File: src/rtl/bufmem_arb_pkg.sv
package bufmem_arb_pkg;
    localparam int unsigned NREQ   = 4;
    localparam int unsigned IDW    = $clog2(NREQ);
    localparam int unsigned IX_MCU  = 0;
    localparam int unsigned IX_HOST = 1;
    localparam int unsigned IX_CHA  = 2;
    localparam int unsigned IX_CHB  = 3;

    typedef enum logic [2:0] {
        SRV_IDLE = 3'd0,
        SRV_MCU  = 3'd1,
        SRV_HOST = 3'd2,
        SRV_CHA  = 3'd3,
        SRV_CHB  = 3'd4
    } srv_state_t;
endpackage

File: src/rtl/bufmem_arb_cfg.sv
module bufmem_arb_cfg (
    input  logic clk,
    input  logic rst_n,
    input  logic wr_en,
    input  logic wr_data,
    output logic host_hi
);
    always_ff @(posedge clk) begin
        if (!rst_n)
            host_hi <= 1'b0;
        else if (wr_en)
            host_hi <= wr_data;
    end

    // the promotion bit holds its reset value of zero on the first cycle after reset
    a_r4_cfg_reset_zero: assert property (@(posedge clk)
        $rose(rst_n) |-> !host_hi);

    // with no write strobe, the bit keeps its value
    a_r8_cfg_hold: assert property (@(posedge clk) disable iff (!rst_n)
        !$past(wr_en) && $past(rst_n) |-> $stable(host_hi));
endmodule

File: src/rtl/bufmem_arb_pick.sv
module bufmem_arb_pick
    import bufmem_arb_pkg::*;
(
    input  logic [NREQ-1:0] req,
    input  logic            host_hi,
    output srv_state_t      pick
);
    always_comb begin
        pick = SRV_IDLE;
        if (req[IX_MCU])
            pick = SRV_MCU;
        else if (host_hi && req[IX_HOST])
            pick = SRV_HOST;
        else if (req[IX_CHA])
            pick = SRV_CHA;
        else if (req[IX_CHB])
            pick = SRV_CHB;
        else if (req[IX_HOST])
            pick = SRV_HOST;
    end
endmodule

File: src/rtl/bufmem_arbiter.sv
module bufmem_arbiter
    import bufmem_arb_pkg::*;
(
    input  logic            clk,
    input  logic            rst_n,
    input  logic [NREQ-1:0] req,
    input  logic            prio_wr,
    input  logic            prio_wdata,
    output logic [NREQ-1:0] gnt,
    output logic            busy,
    output logic [IDW-1:0]  gnt_id
);
    logic       host_hi_q;
    srv_state_t state_q;
    srv_state_t state_d;

    bufmem_arb_cfg u_cfg (
        .clk     (clk),
        .rst_n   (rst_n),
        .wr_en   (prio_wr),
        .wr_data (prio_wdata),
        .host_hi (host_hi_q)
    );

    bufmem_arb_pick u_pick (
        .req     (req),
        .host_hi (host_hi_q),
        .pick    (state_d)
    );

    // state register: a fresh decision on every edge
    always_ff @(posedge clk) begin
        if (!rst_n)
            state_q <= SRV_IDLE;
        else
            state_q <= state_d;
    end

    // outputs decoded from the serving state
    always_comb begin
        gnt    = '0;
        gnt_id = '0;
        busy   = 1'b0;
        unique case (state_q)
            SRV_IDLE: ;
            SRV_MCU:  begin gnt[IX_MCU]  = 1'b1; gnt_id = IDW'(IX_MCU);  busy = 1'b1; end
            SRV_HOST: begin gnt[IX_HOST] = 1'b1; gnt_id = IDW'(IX_HOST); busy = 1'b1; end
            SRV_CHA:  begin gnt[IX_CHA]  = 1'b1; gnt_id = IDW'(IX_CHA);  busy = 1'b1; end
            SRV_CHB:  begin gnt[IX_CHB]  = 1'b1; gnt_id = IDW'(IX_CHB);  busy = 1'b1; end
            default: ;
        endcase
    end

    // the microcontroller is served on the cycle after its request
    a_r1_mcu_first: assert property (@(posedge clk) disable iff (!rst_n)
        req[IX_MCU] |=> gnt[IX_MCU]);

    // a promoted host beats both channels
    a_r2_host_promoted: assert property (@(posedge clk) disable iff (!rst_n)
        host_hi_q && req[IX_HOST] && !req[IX_MCU] |=> gnt[IX_HOST]);

    // a demoted host is served only when nobody else asks
    a_r3_host_last: assert property (@(posedge clk) disable iff (!rst_n)
        !host_hi_q && req[IX_HOST] && (req[IX_MCU] || req[IX_CHA] || req[IX_CHB])
        |=> !gnt[IX_HOST]);

    // channel A beats channel B
    a_r5_cha_over_chb: assert property (@(posedge clk) disable iff (!rst_n)
        req[IX_CHA] |=> !gnt[IX_CHB]);

    // at most one grant at a time
    a_r6_onehot: assert property (@(posedge clk) disable iff (!rst_n)
        $onehot0(gnt));

    // no request sampled, nothing granted next cycle
    a_r7_idle: assert property (@(posedge clk) disable iff (!rst_n)
        req == '0 |=> gnt == '0 && !busy);

    // busy tracks the grant vector and the index matches
    a_r9_busy_id: assert property (@(posedge clk) disable iff (!rst_n)
        busy == (gnt != '0) && (!busy || gnt[gnt_id]));
endmodule

File: config.mk
export PLATFORM = sky130hd
export DESIGN_NAME = bufmem_arbiter
export DESIGN_NICKNAME = d
export VERILOG_FILES = /design/src/rtl/bufmem_arb_pkg.sv /design/src/rtl/bufmem_arb_cfg.sv /design/src/rtl/bufmem_arb_pick.sv /design/src/rtl/bufmem_arbiter.sv
export SDC_FILE = /design/constraint.sdc
export NUM_CORES = 1
export LEC_CHECK = 0
export ABC_AREA = 0
export BUFFER_PORTS_ARGS = -buffer_cell sky130_fd_sc_hd__buf_2
export CAP_MARGIN = 20
export CORE_AREA = 2 2 39 41
export CTS_BUF_LIST = sky130_fd_sc_hd__clkbuf_4 sky130_fd_sc_hd__clkbuf_8
export CTS_CLUSTER_SIZE = 40
export DETAILED_ROUTE_END_ITERATION = 12
export DIE_AREA = 0 0 41 43
export SETUP_SLACK_MARGIN = 0.15
export SLEW_MARGIN = 20
export SYNTH_ARGS = -nofsm -noshare
export SYNTH_HDL_FRONTEND = slang
export SYNTH_SLANG_ARGS = --single-unit
export TNS_END_PERCENT = 1
File: constraint.sdc
create_clock -name clk -period 1 [get_ports clk]
set_input_delay 0.05 -clock clk [delete_from_list [all_inputs] [get_ports clk]]
set_output_delay 0.05 -clock clk [all_outputs]
set_load 0.05 [all_outputs]
### Yosys cells after proc, flatten, opt, wreduce, memory -nomap -nowiden

Index checks and enable logic that the tools add are counted.

* register bits: 4
* input bits: 8
* logic and storage cells: 24

* equality and inequality tests: 4
* muxes and demuxes: 11
* bitwise gates (word level): 1
* reductions and logical operators: 4

Operator list (count)
* 4-bit OR reduction: 2
* 3-bit by 2-bit == test with 1-bit output, second input constant: 2
* 1-bit two-way mux: 6
* 2-bit two-way mux: 3
* 2-bit one-hot mux with 3 select lines: 1
* 3-bit by 1-bit == test with 1-bit output, second input constant: 1
* 3-bit == test, second input constant: 1
* 3-bit two-way mux: 1
* 2-bit OR reduction: 1
* 1-bit logical AND: 1
* 1-bit inverter: 1

### Logic depth before layout (Yosys ltp)

* depth in word-level cells: 5
* mapped depth: 2

### Modules after synthesis

From an unflattened synthesis, not the netlist that was laid out.

* cells, all modules: 27
* area, all modules: 241.5 um2

Modules (own cells, without submodules)
* bufmem_arbiter: instances 1, cells an instance 17, area an instance 157.7 um2, seq. area each 60.1 um2
* bufmem_arb_pick: instances 1, cells an instance 7, area an instance 47.5 um2, seq. area each 0.0 um2
* bufmem_arb_cfg: instances 1, cells an instance 3, area an instance 36.3 um2, seq. area each 20.0 um2

### Worst setup path before layout

No wires, ideal clock.

* kind: flip-flop to output port
* start: register state_q[2]
* end: output port gnt_id[1]
* arrival time: 1.593 ns
* data required time: 0.950 ns
* setup slack: -0.643 ns
* stages on the path, launching flop included: 3
* buffers on the path: 0
* cell sequence: dfxtp_1 -> nor3b_2 -> or2_1

* word-level cells in the longest chain between the ends: 2

Ends and longest elaborated chain
* start, declared: line bufmem_arbiter.sv:14 `srv_state_t state_q;`
* start signal, assigned: line bufmem_arbiter.sv:36 `state_q <= state_d;`
* 3-bit == test / 3-bit by 2-bit == test with 1-bit output (equally long branches): line bufmem_arbiter.sv:44 `unique case (state_q)`
* 2-bit one-hot mux with 3 select lines *: line bufmem_arbiter.sv:44
* end, declared: line bufmem_arbiter.sv:11 `output logic [IDW-1:0] gnt_id`

Mark *: on every way between the ends. The rest lies on a longest branch, timed or not.

### Worst setup path in the final report

* start: register state_q[1]
* end: output port gnt_id[1]

Same word-level chain as after synthesis.

==> flow_summary.json <==
{
  "startpoint_type": "flop",
  "grt_max_degree": 7,
  "die_x_microns": 41,
  "first_global_vias": 247,
  "cp-end-kind": "output port",
  "setup_viol": 7,
  "htree_levels": 1,
  "cpLargestDelayFamily": "simple AND/OR/NAND/NOR gates",
  "postRouteAntennaNets": 0,
  "wl_per_cell_microns": 7.800,
  "layout-drive-gt1-share_pct": 65.91,
  "fmax_mhz": 813.1,
  "power_mw": 0.5916,
  "layout_setup_ws_ns": -0.2298,
  "ctsRootBufferMaster": "clkbuf_4",
  "path_cells": "and3b_2 -> or2_4 -> buf_8",
  "clock_sinks": 4,
  "syn_to_final_growth_pct": 105.3,
  "rows": 14,
  "skew_ns": 0.006777,
  "async_reset_ff_share_pct": 0,
  "synth_area_leader_cell": "dfxtp_1",
  "cts_max_path_buffers": 2,
  "worst_ep_required_time_ns": 0.95,
  "clk_latency_ns": 0.24,
  "synth_top_area_share_pct": 37.65,
  "cp_slowest_cell": "dfxtp_4",
  "leakagePower_nw": 0.2013,
  "fin_nets": 53,
  "drc": 0,
  "worst_pin_slew_ns": 0.3036,
  "hold_violations": 0,
  "outcome": "finished, violations left",
  "ys_ff_latch": 4,
  "dp.cells": 55,
  "timing.final.crit_share_pct": 123.0,
  "cts-buffers-inserted": 3,
  "wirelength_microns": 468,
  "synth_common_cells": "dfxtp_1, nor2_1, nor3b_1, xnor2_1",
  "tritoncts": "done",
  "final_cells": 60,
  "syn_nets": 31,
  "rsz0062_at_grt": "true",
  "crit_buf_inv": 1,
  "drv_cap": 0,
  "whs_ns": 0.01346,
  "finalMaxSlewViolations": 0,
  "violations": "negative setup slack",
  "grt_pass1_wl_microns": 834,
  "core_area_sq_um": 1384,
  "synthTopCellsByArea": "dfxtp_1, xnor2_1, nor2_1",
  "io_buffers": 14,
  "ios": 15,
  "path_max_fanout": 6,
  "dpl_cell_area_sq_um": 349.1,
  "critPathMaxStageDelay_ns": 0.36,
  "synth_area_sq_um": 212.7,
  "drt_iter0_drc": 0,
  "initial_core_util_pct": 15.37,
  "synth_edf_count": 0,
  "finalInstanceArea_sq_um": 436.7,
  "synth.avg_cell_area_sq_um": 9.248,
  "synth.distinct_cells": 15,
  "antenna_cells": 0,
  "die_y_microns": 43,
  "place.gp.congestion": 0.6644,
  "ir_worst_vdd_mv": 0.4790,
  "overflow": 0,
  "ys_seq_area_share_pct": 37.65,
  "fill_cells": 148,
  "synth_cells": 23,
  "fin_crit_ns": 1.230,
  "antenna_found_initial": 0,
  "powerDensity_nw_per_um2": 1355,
  "clk_pin_slew_ns": 0.04,
  "dieArea_sq_um": 1763,
  "critical_path_class": "reg2out",
  "ys_warn_count": 0,
  "synthFlopType": "dfxtp_1",
  "hold_path_class": "in2reg",
  "vias_per_cell": 3.900,
  "arrival_ns": 1.18,
  "vias": 234,
  "track_usage_pct": 7.337,
  "maxSlewHeadroom_pct": 79.71,
  "drt_first_pass_iters": 1
}
[cell usage in the layout, fill, tap and decap left out]
master	instances
buf_2	8
buf_6	5
nor2_1	4
clkbuf_4	4
nor3b_2	2
buf_4	2
dfxtp_4	2
xnor2_1	1
and3b_2	1
nor3b_4	1
or2_4	1
xnor2_2	1
inv_1	1
nand2b_1	1
a2111oi_1	1
mux2i_1	1
nor2b_1	1
a21boi_0	1
o21a_1	1
a211oi_1	1
dlygate4sd3_1	1
buf_8	1
dfxtp_2	1
dfxtp_1	1
[stage by stage]
stage | TNS [ns] | util, % | setup WS (ns)
3_3_place_gp | -0.07674 | 25.23 | -0.06652
3_5_place_dp | -0.1245 | 25.23 | -0.08751
6_report | -0.8677 | 31.56 | -0.2298
2_1_floorplan | -0.9573 | - | -0.2675
4_1_cts | -1.045 | 30.92 | -0.2453
5_1_grt | -1.156 | 31.56 | -0.2585
[path summary, 6_finish.rpt]
path,start,to,slack [ns],depth (start not counted)
setup / recovery,state_q[1]$_SDFF_PP0_,gnt_id[1],-0.23,3
hold / removal,req[2],state_q[2]$_SDFF_PP0_,0.01,2
setup reg to reg,u_cfg.host_hi$_SDFFE_PN0P_,state_q[2]$_SDFF_PP0_,0.23,1
hold reg to reg,u_cfg.host_hi$_SDFFE_PN0P_,state_q[2]$_SDFF_PP0_,0.50,1
[layout make-up]
type	count	area, sq um	area share (%)
Clock buffer	4	30.03	6.877
Tap cell	16	20.02	4.585
Inverter	1	3.754	0.8596
Sequential cell	4	88.84	20.34
Multi-Input combinational cell	18	157.7	36.10
Timing Repair Buffer	17	136.4	31.23
[logic make-up after synthesis]
family          Yosys count  share of synthesized area (%)
simple gates             11                          32.94
compound gates            4                          14.71
flops                     4                          37.65
xor+xnor                  2                          8.237
mux                       1                          4.706
buf+inv                   1                          1.763
[where the power goes]
part / switching [mW] / total, mW / internal [mW]
registers: 0.0135 / 0.180 / 0.167
logic: 0.0908 / 0.165 / 0.0738
clock network: 0.0699 / 0.247 / 0.177
total: 0.174 / 0.592 / 0.418
[state kept, by name, indices dropped and copies added (netlist names)]
signal	cells
state_q	3
u_cfg.host_hi	1
[repair_timing]
item | CTS | global route
gates resized for setup | 14 | 3
cloned | 0 | 0
endpoints found under the hold margin | 1 | 0
pin swaps | 2 | 0
setup buffers | 0 | 0
endpoints found under the setup margin | 7 | 8
hold buffers | 1 | 0
[metal layers]
layer | wire [microns] | global-route usage (%)
met1 | 197 | 7.097
met2 | 223 | 11.25
met3 | 47 | 1.571
met4 | 0 | 8.000
met5 | 0 | 0
No activity file was read; power rests on OpenSTA's default activity.
